File: src/rtl/gf_pkg.sv
package gf_pkg;

    localparam int unsigned GF_MIN_DEPTH = 2;
    localparam int unsigned GF_MAX_DEPTH = 32;
    localparam int unsigned GF_MIN_SYNC  = 2;

    typedef struct packed {
        logic level;
        logic rise;
    } gf_out_t;

endpackage

File: src/rtl/gf_sync.sv
module gf_sync #(
    parameter int unsigned STAGES = 2
) (
    input  logic clk,
    input  logic rst,
    input  logic async_i,
    output logic sync_o
);

    typedef struct packed {
        logic [STAGES-1:0] chain;
    } sync_st_t;

    sync_st_t st_d, st_q;

    // Only chain[0] sees the asynchronous bit; it feeds chain[1] alone.
    always_comb begin
        st_d = st_q;
        st_d.chain = {st_q.chain[STAGES-2:0], async_i};
        if (rst) begin
            st_d.chain = '0;
        end
    end

    always_ff @(posedge clk) begin
        st_q <= st_d;
    end

    assign sync_o = st_q.chain[STAGES-1];


    sync_reset_chk: assert property (@(posedge clk) rst |=> (st_q.chain == '0))
        else $error("synchronizer not cleared by reset");

endmodule

File: src/rtl/gf_window.sv
module gf_window #(
    parameter int unsigned DEPTH = 4
) (
    input  logic             clk,
    input  logic             rst,
    input  logic             sample_i,
    output logic [DEPTH-1:0] window_o
);

    localparam int unsigned HIST_W = DEPTH - 1;

    typedef struct packed {
        logic [HIST_W-1:0] hist;
    } win_st_t;

    win_st_t st_d, st_q;
    logic [HIST_W-1:0] shifted;

    generate
        if (HIST_W == 1) begin : g_single
            assign shifted = sample_i;
        end else begin : g_multi
            assign shifted = {st_q.hist[HIST_W-2:0], sample_i};
        end
    endgenerate

    always_comb begin
        st_d = st_q;
        st_d.hist = shifted;
        if (rst) begin
            st_d.hist = '0;
        end
    end

    always_ff @(posedge clk) begin
        st_q <= st_d;
    end

    // Newest sample in bit 0: the contents the register will hold after this edge.
    assign window_o = {st_q.hist, sample_i};


    shift_in_chk: assert property (@(posedge clk) disable iff (rst)
        !rst |=> (st_q.hist[0] == $past(sample_i)))
        else $error("history register did not take the synchronized sample");

endmodule

File: src/rtl/gf_vote.sv
module gf_vote
    import gf_pkg::*;
#(
    parameter int unsigned DEPTH = 4
) (
    input  logic             clk,
    input  logic             rst,
    input  logic [DEPTH-1:0] window_i,
    output gf_out_t          out_o
);

    gf_out_t st_d, st_q;
    logic    all_high;
    logic    all_low;

    assign all_high = &window_i;
    assign all_low  = ~|window_i;

    always_comb begin
        st_d = st_q;
        if (all_high) begin
            st_d.level = 1'b1;
        end else if (all_low) begin
            st_d.level = 1'b0;
        end
        st_d.rise = st_d.level & ~st_q.level;
        if (rst) begin
            st_d = '0;
        end
    end

    always_ff @(posedge clk) begin
        st_q <= st_d;
    end

    assign out_o = st_q;


    hold_low_chk: assert property (@(posedge clk) disable iff (rst)
        (!st_q.level && !all_high) |=> !st_q.level)
        else $error("level rose without a unanimous high window");


    hold_high_chk: assert property (@(posedge clk) disable iff (rst)
        (st_q.level && !all_low) |=> st_q.level)
        else $error("level fell without a unanimous low window");


    rise_only_on_edge_chk: assert property (@(posedge clk) disable iff (rst)
        st_q.rise |-> (st_q.level && !$past(st_q.level)))
        else $error("strobe without a fresh rising level");


    edge_gives_rise_chk: assert property (@(posedge clk) disable iff (rst)
        $rose(st_q.level) |-> st_q.rise)
        else $error("rising level without strobe");

endmodule

File: src/rtl/glitch_gate.sv
module glitch_gate
    import gf_pkg::*;
#(
    parameter int unsigned DEPTH       = 4,
    parameter int unsigned SYNC_STAGES = 2,
    parameter bit          EDGE_PULSE  = 1'b1
) (
    input  logic clk,
    input  logic rst,
    input  logic raw_i,
    output logic level_o,
    output logic rise_o
);

    generate
        if (DEPTH < GF_MIN_DEPTH || DEPTH > GF_MAX_DEPTH) begin : g_bad_depth
            $error("glitch_gate: DEPTH must lie in [2, 32]");
        end
        if (SYNC_STAGES < GF_MIN_SYNC) begin : g_bad_sync
            $error("glitch_gate: SYNC_STAGES must be at least 2");
        end
    endgenerate

    logic             synced;
    logic [DEPTH-1:0] window;
    gf_out_t          vote;

    gf_sync #(.STAGES(SYNC_STAGES)) u_sync (
        .clk     (clk),
        .rst     (rst),
        .async_i (raw_i),
        .sync_o  (synced)
    );

    gf_window #(.DEPTH(DEPTH)) u_window (
        .clk      (clk),
        .rst      (rst),
        .sample_i (synced),
        .window_o (window)
    );

    gf_vote #(.DEPTH(DEPTH)) u_vote (
        .clk      (clk),
        .rst      (rst),
        .window_i (window),
        .out_o    (vote)
    );

    assign level_o = vote.level;

    generate
        if (EDGE_PULSE) begin : g_pulse
            assign rise_o = vote.rise;
        end else begin : g_no_pulse
            assign rise_o = 1'b0;
        end
    endgenerate


    rise_single_chk: assert property (@(posedge clk) disable iff (rst)
        rise_o |=> !rise_o)
        else $error("strobe lasted more than one cycle");


    out_reset_chk: assert property (@(posedge clk) rst |=> (!level_o && !rise_o))
        else $error("outputs not cleared by reset");

endmodule

File: config.mk
export PLATFORM = sky130hd
export DESIGN_NAME = glitch_gate
export DESIGN_NICKNAME = d
export VERILOG_FILES = /design/src/rtl/gf_pkg.sv /design/src/rtl/gf_sync.sv /design/src/rtl/gf_window.sv /design/src/rtl/gf_vote.sv /design/src/rtl/glitch_gate.sv
export SDC_FILE = /design/constraint.sdc
export NUM_CORES = 1
export LEC_CHECK = 0
export ABC_AREA = 1
export BUFFER_PORTS_ARGS = -buffer_cell sky130_fd_sc_hd__buf_2
export CAP_MARGIN = 20
export CORE_AREA = 4 4 41 43
export DETAILED_ROUTE_END_ITERATION = 10
export DIE_AREA = 0 0 45 47
export SETUP_SLACK_MARGIN = 0.4
export SYNTH_ARGS = -nofsm -noshare
export SYNTH_HDL_FRONTEND = slang
export SYNTH_SLANG_ARGS = --single-unit
File: constraint.sdc
create_clock -name clk -period 1.7 [get_ports clk]
set_input_delay 0.425 -clock clk [delete_from_list [all_inputs] [get_ports clk]]
set_output_delay 0.425 -clock clk [all_outputs]
set_load 0.05 [all_outputs]
==> results.toml, run 1 <==
[outcome]
status = "finished, final reports clean"

[setup_path]
endpoint_kind = "output port"
cp_top_family = "flip-flops"
slowest_delay_ns = 0.36
reg2reg_depth = 4
cp.required_ns = 1.27
worstPathArrival_ns = 0.83
slowest_stage = "dfxtp_1"
critPathMaxFanout = 3
reg2reg_to = "u_vote.out_o[0]"
reg2reg_slack_ns = 0.96
r2r-start = "u_vote.out_o[1]"
start_kind = "flip-flop"
criticalPathCategory = "flip-flop to output port"
crit_chain = "buf_4"
crit_buf_inv = 1
cp_num_cells = 1

[global_route]
grtUsageTotal = 0.0452
grt_pass1_wl_um = 579
grt_pass1_vias = 166
gr-total-overflow = 0
grt_max_degree = 7
antenna_found_initial = 0

[placed_design]
placed_cell_area_um2 = 270
gp_congestion = 0.613
preCtsSetupSlack_ns = 0.653
port_buffers = 4
place_hpwl_um = 255
post-place-cells = 47

[synth]
ys_types = 7
netlist_instances = 28
yosysWarnings = 0
yosysSeqAreaShare = 0.605
ys_ff_latch = 7
synth_fp_nets = 31
syn_area_per_cell_um2 = 8.27
syn_area_um2 = 231

[run]
maxCapViolCount = 0

[min_path]
hold_start = "raw_i"
hold-path-endpoint = "u_sync.st_q[0]"
whs_path_depth = 3
hold_class = "input pin to flip-flop"

[clocking]
cts.sinks = 7
htreeDepth = 1
clockBufferDepth = 2
clk_latency_ns = 0.25
cts_tree = "built"
root_buffer = "clkbuf_4"
clkSlewWorstSetupHoldPaths_ns = 0.05
cts_made_buffers = 3

[timing]
rsz0062_at_grt = "no"
final_max_slew_viol_count = 0
relSlewSlack = 0.836
finalHoldViolations = 0
timing.hold.ws_ns = 0.390
clock_skew_ns = 0.00242
final-setup-viol-count = 0
fin_crit_sh = 0.736
fin_tns_setup_ns = 0
fmax_ghz = 0.799
finalWorstSetupSlack_ns = 0.448
min_period_ns = 1.25
worst_slew_pin_slew_ns = 0.248

[routing]
drt_wl_total_um = 341
vias_per_cell = 3.41
dr.pass1.iters = 2
drcViolationCount = 0
initialDrtViolationCount = 1
avgRoutedWirePerCell_um = 6.69
antenna_left = 0
vias = 174

[floorplanning]
start_util = 0.178
die_width_um = 45
die-area_um2 = 2120
rows = 13
pin_count = 5
fp.dieH_um = 47
core_area_um2 = 1300

[pwr]
ir_drop_mv = 0.317
power_density_nw_per_um2 = 1090
leakage_nw = 0.135

[cells_and_area]
nets = 40
antenna-diode-count = 0
fill_cells = 147
final_cell_mix = "nor2_1 (7), dfxtp_1 (7), inv_1 (6)"
drive_above_1_share = 0.306
final_cells = 51
area_growth_pct = 29.2
final_area_um2 = 299
## cells by family (layout without fill, tap and decap cells)
family | Yosys count | in the layout | synth area share
AOI/OAI and AO/OA | 1 | 1 | 0.0378
buffers and inverters | 6 | 14 | 0.0973
and+or+nand+nor | 14 | 14 | 0.259
DFF | 7 | 7 | 0.605
## state kept, by name (all words and copies together), names as in the netlist
register	flops
u_vote.out_o	2
u_window.st_q	3
u_sync.st_q	2
## metal layers
metal  up-vias  wire [µm]  global-route usage
met4         0          0              0.0175
met1        72        158              0.0391
met3         0         55              0.0690
met5         -          0                   0
li1         94          -                   -
met2         8        126              0.0537
## final cells by class
cell class,count,area (µm²),share of cell area
clock buffers,4,26.3,0.0879
inverters,6,22.5,0.0753
well taps,15,18.8,0.0628
flip-flops and latches,7,140,0.469
repair buffers,4,22.5,0.0753
multi-input cells,15,68.8,0.230
## stage by stage
step | power, mW | utilization
finish | 0.327 | 0.230
global route | 0.344 | 0.230
CTS | 0.333 | 0.230
detailed placement | 0.182 | 0.208
global placement | 0.182 | 0.208
floorplan | 0.177 | -
## Yosys cell counts
| master | count | area, µm² |
|---|---|---|
| nor2_1 | 7 | 26.3 |
| nand2_1 | 4 | 15.0 |
| nor2_2 | 2 | 12.5 |
| dfxtp_1 | 7 | 140 |
| inv_1 | 6 | 22.5 |
| nand2_2 | 1 | 6.26 |
| a21oi_2 | 1 | 8.76 |
## repair_timing
action,in CTS,in global routing
hold buffers,0,0
setup buffers,0,0
resized for setup,1,0
setup endpoints to repair,1,0
## report_power, final
| group | internal (mW) | switching (mW) | total (mW) |
|---|---|---|---|
| logic | 0.00381 | 0.00537 | 0.00918 |
| registers | 0.168 | 0.00148 | 0.169 |
| clock network | 0.0894 | 0.0587 | 0.148 |
## worst max path at each step
| stage | slack (ns) | startpoint | endpoint |
|---|---|---|---|
| final | 0.45 | u_vote.out_o[1] | level_o |
| after global routing | 0.42 | u_vote.out_o[1] | level_o |
| after CTS | 0.44 | u_vote.out_o[1] | level_o |
| after detailed placement | 0.65 | u_vote.out_o[1] | level_o |
| after global placement | 0.67 | u_vote.out_o[1] | level_o |
| after floorplan | 0.64 | u_vote.out_o[1] | level_o |
(Power assumes the default switching activity.)
==> run 2: changes to the inputs <==
Clock period 1.7 ns to 1.05 ns, I/O delays scaled along.
==> run 2 against run 1 <==
Net effect:
- worst setup slack worse by 0.39 ns
- sequential cell count unchanged
- combinational power grew 60%
- core utilization grew 2.9 points
==> results.toml, run 2 (same netlist as run 1, synthesis figures left out) <==
[outcome]
status = "finished, final reports clean"

[placed_design]
placed_cell_area_um2 = 275
place_hpwl_um = 260
port_buffers = 4
gp_congestion = 0.611

[floorplanning]
pin_count = 5
die-area_um2 = 2120
start_util = 0.178
fp.dieH_um = 47
die_width_um = 45
core_area_um2 = 1300
rows = 13

[setup_path]
worstPathArrival_ns = 0.73
cp.required_ns = 0.79
slowest_delay_ns = 0.34
crit_buf_inv = 1
reg2reg_to = "u_vote.out_o[0]"
reg2reg_slack_ns = 0.13
cp_top_family = "flip-flops"
start_kind = "flip-flop"
endpoint_kind = "output port"
critPathMaxFanout = 2
reg2reg_depth = 6
slowest_stage = "dfxtp_4"
r2r-start = "u_vote.out_o[1]"
criticalPathCategory = "flip-flop to output port"
crit_chain = "buf_8"

[clocking]
htreeDepth = 1
clockBufferDepth = 2
clkSlewWorstSetupHoldPaths_ns = 0.05
cts_hold_buf = 0
cts_made_buffers = 3
cts.sinks = 7
clk_latency_ns = 0.25
root_buffer = "clkbuf_4"
cts_tree = "built"

[min_path]
hold_start = "raw_i"
whs_path_depth = 3
hold_class = "input pin to flip-flop"
hold-path-endpoint = "u_sync.st_q[0]"

[timing]
clock_skew_ns = 0.00157
final_max_slew_viol_count = 0
min_period_ns = 0.993
fin_tns_setup_ns = 0
rsz0062_at_grt = "yes"
relSlewSlack = 0.925
worst_slew_pin_slew_ns = 0.113
finalHoldViolations = 0
fmax_ghz = 1.01
final-setup-viol-count = 0
fin_crit_sh = 0.946

[routing]
drcViolationCount = 0
initialDrtViolationCount = 3
dr.pass1.iters = 2
vias_per_cell = 3.51
antenna_left = 0
avgRoutedWirePerCell_um = 6.89
vias = 186
drt_wl_total_um = 365

[run]
maxCapViolCount = 0

[global_route]
antenna_found_initial = 0
grt_pass1_vias = 157
grt_pass1_wl_um = 545
gr-total-overflow = 0
grtUsageTotal = 0.0412
grt_max_degree = 7

[pwr]
p_clk_frac = 0.454
power_density_nw_per_um2 = 1560
combinationalPowerShare = 0.028
ir_drop_mv = 0.648
p_sw_mw = 0.104
p_total_mw = 0.524
internal_power_mw = 0.420
leakage_nw = 0.151
p_seq_frac = 0.518
switching_share = 0.199

[cells_and_area]
layout_commonest_cell = "nor2_1"
drive_above_1_share = 0.421
nets = 42
largest_reg_flops = 3
top_register = "u_window.st_q"
antenna-diode-count = 0
final_cell_mix = "nor2_1 (7), inv_1 (5), dfxtp_1 (5)"
area_growth_pct = 45.4
final_area_um2 = 337
## run 2: changes by cell type in the layout (fill, tap and decap cells not counted)
cell / delta
buf_2: -1
buf_6: +2
buf_8: +1
dfxtp_1: -2
dfxtp_2: +1
dfxtp_4: +1
inv_1: -1
inv_2: +1
## run 2: layer usage
metal / vias to the layer above / track usage / part of all wire
li1: 98 / - / -
met1: 80 / 0.0344 / 0.40
met2: 8 / 0.0537 / 0.42
met3: 0 / 0.0575 / 0.17
met4: 0 / 0.0175 / 0
met5: - / 0 / 0
## run 2: how the worst max path moves through the flow
stage	start	endpoint	slack, ns	depth (start not counted)
floorplan	u_vote.out_o[1]	u_vote.out_o[0]	0.27	4
global route	u_vote.out_o[1]	level_o	0.04	1
global placement	u_vote.out_o[1]	level_o	0.20	1
CTS	u_vote.out_o[1]	level_o	0.05	1
finish	u_vote.out_o[1]	level_o	0.06	1
detailed placement	u_vote.out_o[1]	level_o	0.20	1
## run 2: repair_timing
item                                    CTS  global route
resized for setup                         5             1
pin swaps                                 1             2
setup buffers                             1             1
endpoints found under the setup margin    4             4
## run 2: layout make-up
cell class | count | area, µm²
fill | 143 | 965
sequential | 7 | 145
multi-input combinational | 15 | 68.8
timing repair buffer | 6 | 55.1
clock buffer | 4 | 26.3
inverter | 6 | 22.5
tap | 15 | 18.8
## run 2: per-stage QoR
stage	instances	hold WS (ns)	worst slack (ns)	util
final	53	0.225	0.0572	0.259
after global routing	53	0.244	0.0440	0.259
after CTS	52	0.222	0.0523	0.250
after detailed placement	47	0.399	0.195	0.212
after global placement	47	0.390	0.200	0.212
after floorplan	28	0.334	0.273	-
## run 2: power groups by stage
stage	clock network, mW	logic, mW	registers (mW)
floorplan	0	0.00750	0.277
global placement	0	0.0146	0.277
detailed placement	0	0.0151	0.277
CTS	0.246	0.0151	0.272
global route	0.260	0.0170	0.272
finish	0.238	0.0147	0.272
==> run 3: changes to the inputs <==
Settings changed: SETUP_SLACK_MARGIN 0.4 to not set.
==> run 3 against run 2 <==
Net effect:
- register-to-register slack better by 0.19 ns
- die area unchanged
- global-route usage up 0.40 points
- via count shrank 6.5%
- critical path type unchanged
- worst setup slack worse by 0.028 ns
- sequential cell count is the same
- clock power hardly changed
==> results.toml, run 3 (same netlist as run 1, synthesis figures left out) <==
[outcome]
status = "finished, final reports clean"

[global_route]
grt_pass1_vias = 166
grtUsageTotal = 0.0452
grt_max_degree = 7
gr-total-overflow = 0
grt_pass1_wl_um = 579
antenna_found_initial = 0

[setup_path]
crit_chain = "buf_6"
endpoint_kind = "output port"
reg2reg_depth = 4
reg2reg_to = "u_vote.out_o[0]"
start_kind = "flip-flop"
criticalPathCategory = "flip-flop to output port"
slowest_stage = "dfxtp_2"
slowest_delay_ns = 0.35
reg2reg_slack_ns = 0.32
worstPathArrival_ns = 0.76
crit_buf_inv = 1
r2r-start = "u_window.st_q[1]"
cp_top_family = "flip-flops"
cp.required_ns = 0.79
critPathMaxFanout = 3

[timing]
relSlewSlack = 0.903
fin_tns_setup_ns = 0
final-setup-viol-count = 0
rsz0062_at_grt = "no"
clock_skew_ns = 0.00242
fmax_ghz = 0.980
final_max_slew_viol_count = 0
finalHoldViolations = 0
worst_slew_pin_slew_ns = 0.146
fin_crit_sh = 0.972
min_period_ns = 1.02

[cells_and_area]
fill_cells = 146
multi_input_area_um2 = 68.8
final_core_util = 0.236
final_cell_mix = "nor2_1 (7), inv_1 (6), dfxtp_1 (6)"
seq_area_um2 = 141
largest_reg_flops = 3
area_growth_pct = 32.4
antenna-diode-count = 0
drive_above_1_share = 0.333
top_register = "u_window.st_q"
nets = 40
layout_commonest_cell = "nor2_1"

[placed_design]
port_buffers = 4
gp_congestion = 0.613
place_hpwl_um = 255

[routing]
vias_per_cell = 3.41
vias = 174
dr.pass1.iters = 2
drcViolationCount = 0
avgRoutedWirePerCell_um = 6.69
antenna_left = 0
drt_wl_total_um = 341
initialDrtViolationCount = 1

[clocking]
cts_hold_buf = 0
htreeDepth = 1
post_cts_buffers = 0
root_buffer = "clkbuf_4"
clkSlewWorstSetupHoldPaths_ns = 0.05
cts_made_buffers = 3
cts.sinks = 7
clockBufferDepth = 2
cts_tree = "built"
clk_latency_ns = 0.25

[floorplanning]
rows = 13
start_util = 0.178
die_width_um = 45
fp.dieH_um = 47
core_area_um2 = 1300
pin_count = 5
die-area_um2 = 2120

[run]
maxCapViolCount = 0

[pwr]
ir_drop_mv = 0.514
p_sw_mw = 0.106
p_clk_frac = 0.454
internal_power_mw = 0.423
p_seq_frac = 0.518
combinationalPowerShare = 0.028
switching_share = 0.201
power_density_nw_per_um2 = 1720
leakage_nw = 0.136

[min_path]
hold_start = "raw_i"
hold-path-endpoint = "u_sync.st_q[0]"
whs_path_depth = 3
hold_class = "input pin to flip-flop"
-- run 3: cell types whose count changed in the layout (fill, tap and decap cells not counted) --
cell / change
buf_6: -1
inv_2: -1
inv_1: +1
buf_8: -1
dfxtp_4: -1
dfxtp_1: +1
-- run 3: layout make-up --
cell class                      count  share of cell area
Tap cell                           15              0.0612
Clock buffer                        4              0.0857
Timing Repair Buffer                4              0.0939
Multi-Input combinational cell     15               0.224
Inverter                            6              0.0735
Sequential cell                     7               0.461
-- run 3: worst max-delay path by stage --
stage / startpoint / end / slack, ns / cells past startpoint
finish: u_vote.out_o[1] / level_o / 0.03 / 1
global route: u_vote.out_o[1] / level_o / 0.003 / 1
CTS: u_vote.out_o[1] / level_o / 0.02 / 1
detailed placement: u_vote.out_o[1] / level_o / 0.17 / 1
global placement: u_vote.out_o[1] / level_o / 0.19 / 1
floorplan: u_vote.out_o[1] / u_vote.out_o[0] / 0.002 / 4
-- run 3: timing repair --
action,in CTS,in global routing
endpoints found under the setup margin,2,0
gates resized for setup,4,0
hold endpoints to repair,0,0
-- run 3: metrics by stage --
stage	area, µm²	std cells	hold slack [ns]	setup WS (ns)	power (mW)
after floorplan	231	28	0.334	0.00214	0.287
after global placement	270	47	0.390	0.187	0.294
after detailed placement	270	47	0.396	0.165	0.295
after CTS	307	51	0.216	0.0220	0.539
after global routing	307	51	0.228	0.00337	0.556
final	307	51	0.227	0.0293	0.529
-- run 3: worst register-to-register path, cell delays in order, from the launching register on --
cell and delay, ns:
dfxtp_1 0.33, inv_1 0.06, nor2_2 0.11, nand2_2 0.06, a21oi_2 0.12
-- run 3: metal layers --
layer | track usage | routed length, µm
met3 | 0.0690 | 54
met5 | 0 | 0
met2 | 0.0537 | 127
met4 | 0.0175 | 0
met1 | 0.0391 | 159
-- run 3: power by group through the flow --
stage / Combinational (mW) / Sequential [mW] / Clock (mW)
3_5_place_dp: 0.0153 / 0.280 / 0
4_1_cts: 0.0154 / 0.274 / 0.250
6_report: 0.0149 / 0.274 / 0.240
2_1_floorplan: 0.00756 / 0.279 / 0
5_1_grt: 0.0172 / 0.274 / 0.265
3_3_place_gp: 0.0146 / 0.280 / 0
